[src/rtl/frame_irq_pkg.sv]
package frame_irq_pkg;
   localparam int TOK_W = 3;
   typedef enum logic [TOK_W-1:0] {
      TK_NONE  = 3'b000,
      TK_SETUP = 3'b001,
      TK_IN    = 3'b010,
      TK_OUT   = 3'b011,
      TK_SOF   = 3'b100
   } tok_code_e;

   function automatic logic is_xfer_token(input logic [TOK_W-1:0] c);
      return (c == TK_SETUP) || (c == TK_IN) || (c == TK_OUT);
   endfunction
endpackage

[src/rtl/frame_match.sv]
module frame_match #(
   parameter int FRAME_W = 11,
   parameter int CMP_W   = 8
) (
   input  logic [FRAME_W-1:0] frame_num,
   input  logic [CMP_W-1:0]   frame_cmp,
   input  logic               step_mode,
   output logic               hit
);
   initial begin
      if (CMP_W < 1 || CMP_W > FRAME_W)
         $error("frame_match: CMP_W must be in 1..FRAME_W");
   end

   logic [CMP_W-1:0] bit_eq;
   genvar gi;
   generate
      for (gi = 0; gi < CMP_W; gi++) begin : g_cmp
         assign bit_eq[gi] = ~(frame_num[gi] ^ frame_cmp[gi]);
      end
   endgenerate

   assign hit = step_mode | (&bit_eq);
endmodule

[src/rtl/sticky_flag.sv]
module sticky_flag (
   input  logic clk,
   input  logic rst_n,
   input  logic set_i,
   input  logic wr_i,
   input  logic wdata_i,
   output logic q
);
   always_ff @(posedge clk or negedge rst_n) begin
      if (!rst_n)      q <= 1'b0;
      else if (set_i)  q <= 1'b1;
      else if (wr_i)   q <= q & wdata_i;
   end

   AST_SET_WINS: assert property (@(posedge clk) disable iff (!rst_n)
      set_i |=> q);
   AST_WRITE_ONE_KEEPS: assert property (@(posedge clk) disable iff (!rst_n)
      (!set_i && wr_i && wdata_i) |=> (q == $past(q)));
   AST_NO_SPURIOUS_SET: assert property (@(posedge clk) disable iff (!rst_n)
      (!q && !set_i) |=> !q);
endmodule

[src/rtl/late_token.sv]
module late_token
   import frame_irq_pkg::*;
(
   input  logic             clk,
   input  logic             rst_n,
   input  logic             tok_wr,
   input  logic [TOK_W-1:0] tok_code,
   input  logic             eof_window,
   input  logic             hw_sof,
   input  logic             cancel_en,
   input  logic             flag_at_sof,
   output logic             drop_now,
   output logic             tok_clear,
   output logic             tok_launch
);
   logic held;
   logic capture;

   assign capture  = tok_wr && eof_window && is_xfer_token(tok_code);
   assign drop_now = held && hw_sof && cancel_en && flag_at_sof;

   always_ff @(posedge clk or negedge rst_n) begin
      if (!rst_n) begin
         held       <= 1'b0;
         tok_clear  <= 1'b0;
         tok_launch <= 1'b0;
      end else begin
         tok_clear  <= drop_now;
         tok_launch <= held && hw_sof && !drop_now;
         if (hw_sof)       held <= capture;
         else if (capture) held <= 1'b1;
      end
   end

   AST_CLEAR_LAUNCH_EXCL: assert property (@(posedge clk) disable iff (!rst_n)
      !(tok_clear && tok_launch));
   AST_NOTHING_UNHELD: assert property (@(posedge clk) disable iff (!rst_n)
      (!held && hw_sof) |=> (!tok_clear && !tok_launch));
   AST_PULSE_ONE: assert property (@(posedge clk) disable iff (!rst_n)
      tok_launch |=> !tok_launch);
endmodule

[src/rtl/frame_irq_ctrl.sv]
module frame_irq_ctrl
   import frame_irq_pkg::*;
#(
   parameter int FRAME_W = 11,
   parameter int CMP_W   = 8
) (
   input  logic               clk,
   input  logic               rst_n,
   input  logic               sof_sent,
   input  logic               sof_by_sw,
   input  logic [FRAME_W-1:0] frame_num,
   input  logic [CMP_W-1:0]   frame_cmp,
   input  logic               step_mode,
   input  logic               cancel_en,
   input  logic               eof_window,
   input  logic               tok_wr,
   input  logic [TOK_W-1:0]   tok_code,
   input  logic               sw_wr,
   input  logic               sw_sof_bit,
   input  logic               sw_tcan_bit,
   input  logic               sof_irq_en,
   output logic               sof_flag,
   output logic               tcan_flag,
   output logic               tok_clear,
   output logic               tok_launch,
   output logic               sof_irq
);
   logic hw_sof;
   logic hit;
   logic sof_set;
   logic drop_now;

   assign hw_sof = sof_sent && !sof_by_sw;

   frame_match #(.FRAME_W(FRAME_W), .CMP_W(CMP_W)) u_match (
      .frame_num(frame_num), .frame_cmp(frame_cmp),
      .step_mode(step_mode), .hit(hit));

   assign sof_set = hw_sof && hit;

   sticky_flag u_sof_flag (
      .clk(clk), .rst_n(rst_n), .set_i(sof_set),
      .wr_i(sw_wr), .wdata_i(sw_sof_bit), .q(sof_flag));

   late_token u_late (
      .clk(clk), .rst_n(rst_n), .tok_wr(tok_wr), .tok_code(tok_code),
      .eof_window(eof_window), .hw_sof(hw_sof), .cancel_en(cancel_en),
      .flag_at_sof(sof_flag | sof_set), .drop_now(drop_now),
      .tok_clear(tok_clear), .tok_launch(tok_launch));

   sticky_flag u_tcan_flag (
      .clk(clk), .rst_n(rst_n), .set_i(drop_now),
      .wr_i(sw_wr), .wdata_i(sw_tcan_bit), .q(tcan_flag));

   assign sof_irq = sof_flag & sof_irq_en;

   AST_STEP_EVERY_SOF: assert property (@(posedge clk) disable iff (!rst_n)
      (hw_sof && step_mode) |=> sof_flag);
   AST_LOW_BYTE_MATCH: assert property (@(posedge clk) disable iff (!rst_n)
      (hw_sof && frame_num[CMP_W-1:0] == frame_cmp) |=> sof_flag);
   AST_SW_SOF_SILENT: assert property (@(posedge clk) disable iff (!rst_n)
      (!sof_flag && sof_sent && sof_by_sw) |=> !sof_flag);
   AST_IRQ_GATED: assert property (@(posedge clk) disable iff (!rst_n)
      sof_irq |-> (sof_flag && sof_irq_en));
   AST_CLEAR_SETS_TCAN: assert property (@(posedge clk) disable iff (!rst_n)
      tok_clear |-> tcan_flag);
endmodule

[config.mk]
export PLATFORM = sky130hd
export DESIGN_NAME = frame_irq_ctrl
export DESIGN_NICKNAME = d
export VERILOG_FILES = /design/src/rtl/frame_irq_pkg.sv /design/src/rtl/frame_match.sv /design/src/rtl/sticky_flag.sv /design/src/rtl/late_token.sv /design/src/rtl/frame_irq_ctrl.sv
export SDC_FILE = /design/constraint.sdc
export NUM_CORES = 1
export LEC_CHECK = 0
export BUFFER_PORTS_ARGS = -buffer_cell sky130_fd_sc_hd__buf_2
export CAP_MARGIN = 0
export CELL_PAD_IN_SITES_DETAIL_PLACEMENT = 0
export CELL_PAD_IN_SITES_GLOBAL_PLACEMENT = 1
export CORE_MARGIN = 8
export CORE_UTILIZATION = 17
export CTS_CLUSTER_SIZE = 30
export DETAILED_ROUTE_END_ITERATION = 8
export GPL_ROUTABILITY_DRIVEN = 0
export PLACE_DENSITY_LB_ADDON = 0.1
export SLEW_MARGIN = 20
export SYNTH_ARGS = -nofsm -noshare
export SYNTH_HDL_FRONTEND = slang
export SYNTH_HIERARCHICAL = 1
export SYNTH_SLANG_ARGS = --single-unit
[constraint.sdc]
create_clock -name clk -period 0.9 [get_ports clk]
set_input_delay 0.18 -clock clk [delete_from_list [all_inputs] [get_ports clk]]
set_output_delay 0.18 -clock clk [all_outputs]
set_load 0.01 [all_outputs]
Yosys cells after proc, flatten, opt, wreduce, memory -nomap -nowiden:

Cells that the tools add are included.

* add/subtract/negate cells: 0
* $mul: 0
* divide/modulo/power cells: 0
* $lt $le $gt $ge: 0
* equal/unequal tests: 3
* shift operators: 0
* muxes and demuxes: 6
* bitwise gates (word level): 21
* reduce and logical (&&, ||, !) cells: 16

Operators with widths (number)
* $logic_and 1x1->1: 8
* $not 1->1: 8
* $reduce_and 8->1: 1
* $xor 1x1->1: 8
* $eq 3x2->1 const B: 2
* $mux 1: 6
* $reduce_bool 2->1: 3
* $and 1x1->1: 3
* $eq 3x1->1 const B: 1
* $logic_not 1->1: 2
* $logic_or 1x1->1: 2
* $or 1x1->1: 2

* bits in registers: 5
* latch bits: 0
* memory bits (writable): 0
* memory bits (read-only): 0
* output and inout port bits: 5
* logic and storage cells: 51
* memories kept: 0

Depth between registers and ports, before layout:

Gate-level depths: netlist of the first run.

* depth after elaboration: 9
* mapped depth: 8
* mapped depth without buffers: 8

Cells and area by module:

Netlist of the first run, hierarchy kept.

Modules (own cells, without submodules)
* late_token: instances 1, cells each 10, area each 120.1 sq um, sequential area each 75.1 sq um
* frame_match: instances 1, cells each 11, area each 90.1 sq um, sequential area each 0.0 sq um
* sticky_flag: instances 2, cells each 3, area each 38.8 sq um, sequential area each 25.0 sq um
* frame_irq_ctrl: instances 1, cells each 4, area each 30.0 sq um, sequential area each 0.0 sq um

Least setup slack after synthesis of the first run:

No wires, ideal clock.

* path type: input to register
* start point: in frame_num[6]
* end point: reg u_tcan_flag.q
* setup time: 0.118 ns
* arrival: 1.185 ns
* data required time: 0.782 ns
* slack: -0.403 ns
* stages on the path: 8
* path buffers: 0
* cells stage by stage: xor2_1 > nor4_1 > a41o_1 > and3b_1 > or2_1 > nand2_1 > nor2_1 > a21o_1

* cells in the longest elaborated chain, start to end: 8
* elaborated cells between the ends (all ways): 9
* those cells by class: mux: 1; bitwise: 4; reduce/logical: 4

Ends and longest elaborated chain
* start, declared: RTL line frame_irq_ctrl.sv:11 `input logic [FRAME_W-1:0] frame_num,`
* $xor 1x1->1 (*): RTL line frame_match.sv:19 `assign bit_eq[gi] = ~(frame_num[gi] ^ frame_cmp[gi]);`
* $not 1->1 (*): RTL line frame_match.sv:19
* $reduce_and 8->1 (*): RTL line frame_match.sv:23 `assign hit = step_mode | (&bit_eq);`
* $or 1x1->1 (*): RTL line frame_match.sv:23
* named net hit: RTL line frame_irq_ctrl.sv:29 `logic hit;`
* $logic_and 1x1->1 (*): RTL line frame_irq_ctrl.sv:39 `assign sof_set = hw_sof && hit;`
* named net sof_set: RTL line frame_irq_ctrl.sv:30 `logic sof_set;`
* $or 1x1->1 (*): RTL line frame_irq_ctrl.sv:48 `.flag_at_sof(sof_flag | sof_set), .drop_now(drop_now),`
* $logic_and 1x1->1 (*): RTL line late_token.sv:20 `assign drop_now = held && hw_sof && cancel_en && flag_at_sof;`
* named net drop_now: RTL line frame_irq_ctrl.sv:31 `logic drop_now;`
* $mux 1 / $reduce_bool 2->1 (equally long branches)
* end signal, assigned: RTL line sticky_flag.sv:12 `else if (wr_i) q <= q & wdata_i;`
* end, declared: RTL line sticky_flag.sv:7 `output logic q`

Mark *: on every way through the listed nets, which the timed path passes. The rest lies on a longest branch.
A chain may end at the register's enable or synchronous reset.

Final worst setup path of the first run:

* start point: in frame_cmp[7]
* end point: reg u_tcan_flag.q

* cells in the longest elaborated chain, start to end: 8
* elaborated cells between the ends (all ways): 9
* those cells by class: mux: 1; bitwise: 4; reduce/logical: 4

Ends and longest elaborated chain
* start, declared: RTL line frame_irq_ctrl.sv:12 `input logic [CMP_W-1:0] frame_cmp,`
* $xor 1x1->1 (*): RTL line frame_match.sv:19
* $not 1->1 (*): RTL line frame_match.sv:19
* $reduce_and 8->1 (*): RTL line frame_match.sv:23
* $or 1x1->1 (*): RTL line frame_match.sv:23
* named net hit: RTL line frame_irq_ctrl.sv:29
* $logic_and 1x1->1 (*): RTL line frame_irq_ctrl.sv:39
* named net sof_set: RTL line frame_irq_ctrl.sv:30
* $or 1x1->1 (*): RTL line frame_irq_ctrl.sv:48
* $logic_and 1x1->1 (*): RTL line late_token.sv:20
* named net drop_now: RTL line frame_irq_ctrl.sv:31
* $mux 1 / $reduce_bool 2->1 (equally long branches)

Marks and branches as above.

==> results.yml, run 1 <==
logic_synthesis:
  synth_compound_area_share_pct: 17.3
  synth-main-ff-cell: "dfrtp_1"
  synthAdderAreaFrac_pct: 0
  async_flop_share_pct: 100
  yosysWarnings: 6
  yosysSeqAreaShare_pct: 39.4
  netlist_area_um2: 318
  yosysTopAreaCell: "dfrtp_1"
  yosys.area_share.simple_pct: 20.1
  synth.area.top_cells: "dfrtp_1 (39%), xor2_1 (17%), xnor2_1 (5.5%)"
  synth_xor_area_share_pct: 22.0
  syn-num-nets: 65
  ys_seq_elements: 5
  synthCells: 31
  ys_top_cells_by_count: "xor2_1 (6), dfrtp_1 (5)"
  synth_top_family_by_area: "XOR/XNOR gates"
  yosysMostFrequentCell: "xor2_1"
  synth_edf_count: 0
  synthMuxAreaShare_pct: 0
  syn_area_per_cell_um2: 10.3
  synth_top_area_share_pct: 39.4
  synth.distinct_cells: 17
die:
  die_w_um: 59.2
  coreArea_um2: 1750
  die-area_um2: 3510
  num_rows: 15
  die_h_um: 59.2
  io_pins: 39
  start_util_pct: 18.2
worst_setup_path:
  crit_required_ps: 1020
  rr_endpoint: "u_tcan_flag/q"
  cp-end-kind: "flop"
  r2r_slack_ps: -230
  crit-reg2reg-launch: "u_sof_flag/q"
  arrival_ps: 1390
  cp-start-kind: "input pin"
  critical_path_class: "input pin to flop"
  reg2reg_depth: 5
  path_max_fanout: 2
clocking:
  cts_buffers: 3
  cts_buffer_depth: 2
  tritoncts: "yes"
  htree_num_levels: 1
  clockRootBuffer: "clkbuf_4"
  clk-insertion-delay-late_ps: 240
  path_clk_slew_ps: 50
  cts.sinks: 5
grt:
  grt_remaining_overflow: 0
  antenna_found_initial: 0
  grt.total_usage_pct: 6.85
  grt_pass1_wl_um: 1880
  grt_max_degree: 6
  grt_pass1_vias: 462
timing:
  final_hold_viol_count: 0
  max_freq_mhz: 793
  setup_viol: 9
  drv_slew: 0
  rsz0062_at_grt: "yes"
  slew_headroom_pct: 84.4
  min_period_over_period_pct: 140
  whs_ps: 113
  clock_skew_ps: 6.36
  min_period_ps: 1260
  setup_slack_ps: -361
  worst_pin_slew_ps: 232
min_path:
  hold_path_startpoint: "tok_code[2]"
  hp-class: "input pin to flop"
  min_path_cells: 2
  hold_end: "u_late/held"
finish:
  final_util_pct: 37.6
  final_area_um2: 657
  nNetsFinal: 113
  layout.area.seq_um2: 125
  drive_above_1_share_pct: 64.1
  multi_input_area_um2: 194
  insertedDiodeCount: 0
  syn_to_final_growth_pct: 107
  n_fill_cell: 190
drt:
  via_per_inst: 3.79
  wl_per_cell_um: 10.9
  ant_nets: 0
  vias: 390
  drt_first_pass_iters: 4
  finalWirelength_um: 1120
  drc: 0
  drt_iter0_markers: 5
placed_design:
  port_buffers: 35
  dp_slack_ps: -646
  placed_area_um2: 547
  dp_hpwl_um: 934
status:
  violations: "setup timing"
  status: "finished, violations left"
power_and_ir_drop:
  cellPowerDensity_nw_per_um2: 1180
  vdd_drop_max_v: 0.000594
  power.leakage_nw: 0.373
job:
  drv_cap: 0
sequential cells by signal, indices dropped and copies added, names as in the netlist:
| signal | flops |
|---|---|
| u_tcan_flag/q | 1 |
| u_late/tok_clear | 1 |
| u_late/tok_launch | 1 |
| u_late/held | 1 |
| u_sof_flag/q | 1 |
cell type report:
| class | count | share of cell area, % |
|---|---|---|
| Sequential cell | 5 | 19.0 |
| Multi-Input combinational cell | 25 | 29.5 |
| Timing Repair Buffer | 43 | 42.1 |
| Inverter | 1 | 0.571 |
| Tap cell | 25 | 4.76 |
| Clock buffer | 4 | 4.00 |
layer usage:
layer  share of wire (%)  global-route usage, %  wire length (µm)  vias up
met5                   0                      0                 0        -
met4                   0                   5.12                 0        0
met3                  15                   3.47               166        0
met2                  44                   10.5               498       25
met1                  41                   6.98               457      167
li1                    -                      -                 -      198
worst max-delay path, cell delays in order:
cell,delay (ps)
buf_2,100
xor2_1,140
nor4_1,70
a41o_1,230
and3b_1,170
or2_1,230
nand2_1,80
nor2_2,40
a21o_1,150
logic make-up (layout without fill, tap and decap cells):
group           count (synthesis)  count (layout)
simple gates                   11              11
compound gates                  6               6
flops                           5               5
xor+xnor                        8               8
buf+inv                         1              48
report_power, final:
group | switching, mW | total (mW) | internal, mW
logic | 0.0893 | 0.257 | 0.168
registers | 0.00891 | 0.252 | 0.243
clock network | 0.0953 | 0.263 | 0.168
total | 0.193 | 0.772 | 0.579
cell usage in the layout, fill, tap and decap left out:
cell type	netlist	routed
a21o_1	2	2
a21oi_1	1	1
a41o_1	1	1
and2_4	0	1
and2b_2	1	1
and3b_1	1	1
buf_2	0	30
buf_4	0	5
buf_6	0	7
clkbuf_1	0	1
clkbuf_4	0	3
dfrtp_1	5	5
dlygate4sd3_1	0	1
inv_1	1	1
nand2_1	2	2
nand2b_1	2	2
nor2_1	2	1
nor2_2	0	1
nor4_1	1	1
o211ai_2	1	1
o22ai_2	1	1
or2_1	1	1
xnor2_1	2	2
xor2_1	6	6
metrics by stage:
step                power (mW)  setup TNS [ps]  instances
floorplan                0.332           -1160         31
global placement         0.448           -2090         94
detailed placement       0.448           -2170         94
CTS                      0.754           -1590        101
global route             0.832           -1990        103
finish                   0.772           -1530        103
repair_timing:
item / CTS / global route
buffers inserted: 3 / 2
setup endpoints to repair: 9 / 9
resized for setup: 3 / 6
pin swaps: 2 / 2
hold endpoints to repair: 5 / 0
hold buffers: 1 / 0
how the worst max path moves through the flow:
stage / startpoint / slack (ps) / end / cells after the start
after floorplan: frame_num[6] / -400 / u_tcan_flag/q / 8
after global placement: frame_cmp[6] / -620 / u_tcan_flag/q / 9
after detailed placement: frame_cmp[6] / -650 / u_tcan_flag/q / 9
after CTS: frame_cmp[0] / -380 / u_tcan_flag/q / 9
after global routing: frame_cmp[6] / -450 / u_tcan_flag/q / 9
final: frame_cmp[7] / -360 / u_tcan_flag/q / 9
No activity file was read; power rests on OpenSTA's default activity.
==> inputs of run 2 (changes only) <==
- CELL_PAD_IN_SITES_DETAIL_PLACEMENT: 0 -> not set
- CELL_PAD_IN_SITES_GLOBAL_PLACEMENT: 1 -> not set
- CORE_AREA: not set -> 8 8 45 47
- CORE_MARGIN: 8 -> not set
- CORE_UTILIZATION: 17 -> not set
- DIE_AREA: not set -> 0 0 53 55
- PLACE_DENSITY_LB_ADDON: 0.1 -> not set
- clock period: 0.9 -> 1.5 ns (I/O delays scaled with it)
==> run 2 against run 1 <==
The run now ends clean. Sequential share of layout area grew 3.0 points. Sequential power shrank 40%. First-iteration DRC count shrank 80%. Die area shrank 17%. Largest cell class unchanged. Largest power group unchanged.
==> results.yml, run 2 (same netlist as run 1, synthesis figures left out) <==
clocking:
  cts_buffer_depth: 2
  tritoncts: "yes"
  clockRootBuffer: "clkbuf_4"
  path_clk_slew_ps: 40
  clk-insertion-delay-late_ps: 240
  htree_num_levels: 1
  cts_buffers: 3
  cts.sinks: 5
min_path:
  hold_path_startpoint: "tok_code[2]"
  hold_end: "u_late/held"
  min_path_cells: 2
  hp-class: "input pin to flop"
finish:
  drive_above_1_share_pct: 60.3
  final_common_cell: "buf_2"
  final_util_pct: 41.0
  layout_common_cells: "buf_2 (35), xor2_1 (6), dfrtp_1 (5)"
  n_fill_cell: 140
  final_area_um2: 567
  syn_to_final_growth_pct: 78.3
  insertedDiodeCount: 0
  nNetsFinal: 108
power_and_ir_drop:
  cellPowerDensity_nw_per_um2: 737
  power.leakage_nw: 0.336
  power_uw: 418
  p_comb_share_pct: 27.1
  internal-power_uw: 315
  p_sw_uw: 103
  vdd_drop_max_v: 0.000400
  p_sw_share_pct: 24.7
  seqPwrFrac_pct: 36.3
  clockPowerShare_pct: 36.6
timing:
  min_period_ps: 1380
  fin_tns_setup_ps: 0
  max_freq_mhz: 726
  drv_slew: 0
  min_period_over_period_pct: 91.9
  final_hold_viol_count: 0
  setup_viol: 0
  rsz0062_at_grt: "no"
  slew_headroom_pct: 83.6
  worst_pin_slew_ps: 244
  whs_ps: 235
  clock_skew_ps: 4.62
die:
  die_h_um: 55
  num_rows: 14
  coreArea_um2: 1380
  io_pins: 39
  die_w_um: 53
  start_util_pct: 23.0
  die-area_um2: 2920
grt:
  grt_pass1_wl_um: 1440
  grt_remaining_overflow: 0
  grt_max_degree: 6
  antenna_found_initial: 0
  grt_pass1_vias: 352
  grt.total_usage_pct: 6.96
worst_setup_path:
  crit-reg2reg-launch: "u_sof_flag/q"
  crit_slowest_cell: "or2_1"
  path_buf_inv: 1
  reg2reg_depth: 4
  critical_path_class: "input pin to flop"
  worstPathCellList: "buf_2 -> xor2_1 -> nor4_1 -> a41o_1 -> and3b_1 -> or2_1 -> nand2_1 -> nor2_2 -> a21o_1"
  crit_required_ps: 1630
  r2r_slack_ps: 480
  critical-path-top-delay-family: "simple AND/OR/NAND/NOR gates"
  cp-end-kind: "flop"
  rr_endpoint: "u_tcan_flag/q"
  cp-start-kind: "input pin"
  path_max_fanout: 2
  slowest_delay_ps: 230
  arrival_ps: 1510
placed_design:
  placed_area_um2: 528
  port_buffers: 35
  dp_hpwl_um: 882
drt:
  vias: 364
  drt_first_pass_iters: 2
  ant_nets: 0
  drt_iter0_markers: 1
  via_per_inst: 4.09
  wl_per_cell_um: 10.8
  finalWirelength_um: 964
  drc: 0
status:
  status: "completed"
job:
  drv_cap: 0
==> run 2: cell types whose count changed in the layout (fill, tap and decap cells not counted), sizes merged <==
| cell | delta |
|---|---|
| buf | -5 |
==> run 2: final cells by class <==
cell class              count  area, µm²  share of cell area, %
repair buffers             38        200                   35.3
multi-input cells          25        191                   33.8
flip-flops and latches      5        125                   22.1
clock buffers               4       26.3                   4.64
well taps                  16       20.0                   3.53
inverters                   1       3.75                  0.662
==> run 2: stage by stage <==
| stage | setup WS (ps) | cells |
|---|---|---|
| floorplan | 76.8 | 31 |
| global placement | -165 | 84 |
| detailed placement | -163 | 84 |
| CTS | 87.5 | 89 |
| global route | 14.8 | 89 |
| finish | 122 | 89 |
==> run 2: routing by layer <==
metal / up-vias / part of all wire [%] / track usage [%] / wire, µm
met2: 19 / 51 / 9.57 / 494
li1: 192 / - / - / -
met1: 153 / 33 / 6.60 / 318
met4: 0 / 0 / 3.88 / 0
met5: - / 0 / 0 / 0
met3: 0 / 16 / 6.95 / 152
==> run 2: worst max-delay path by stage <==
stage | from | depth (start not counted) | end | slack (ps)
global route | frame_cmp[0] | 9 | u_tcan_flag/q | 10
detailed placement | frame_cmp[6] | 9 | u_tcan_flag/q | -160
finish | frame_cmp[7] | 9 | u_tcan_flag/q | 120
CTS | frame_cmp[6] | 9 | u_tcan_flag/q | 90
global placement | frame_cmp[6] | 9 | u_tcan_flag/q | -160
floorplan | frame_num[6] | 8 | u_tcan_flag/q | 80
==> run 2: repair_timing <==
| item | CTS | global route |
|---|---|---|
| resized for setup | 0 | 1 |
| setup buffers | 0 | 0 |
| hold endpoints to repair | 5 | 0 |
| hold buffers | 1 | 0 |
| setup endpoints to repair | 0 | 1 |
==> run 2: power groups by stage <==
stage	logic (mW)	clock network [mW]	registers [mW]
after global routing	0.126	0.184	0.153
after global placement	0.110	0	0.153
after detailed placement	0.112	0	0.154
after CTS	0.114	0.163	0.152
final	0.113	0.153	0.151
after floorplan	0.0425	0	0.157
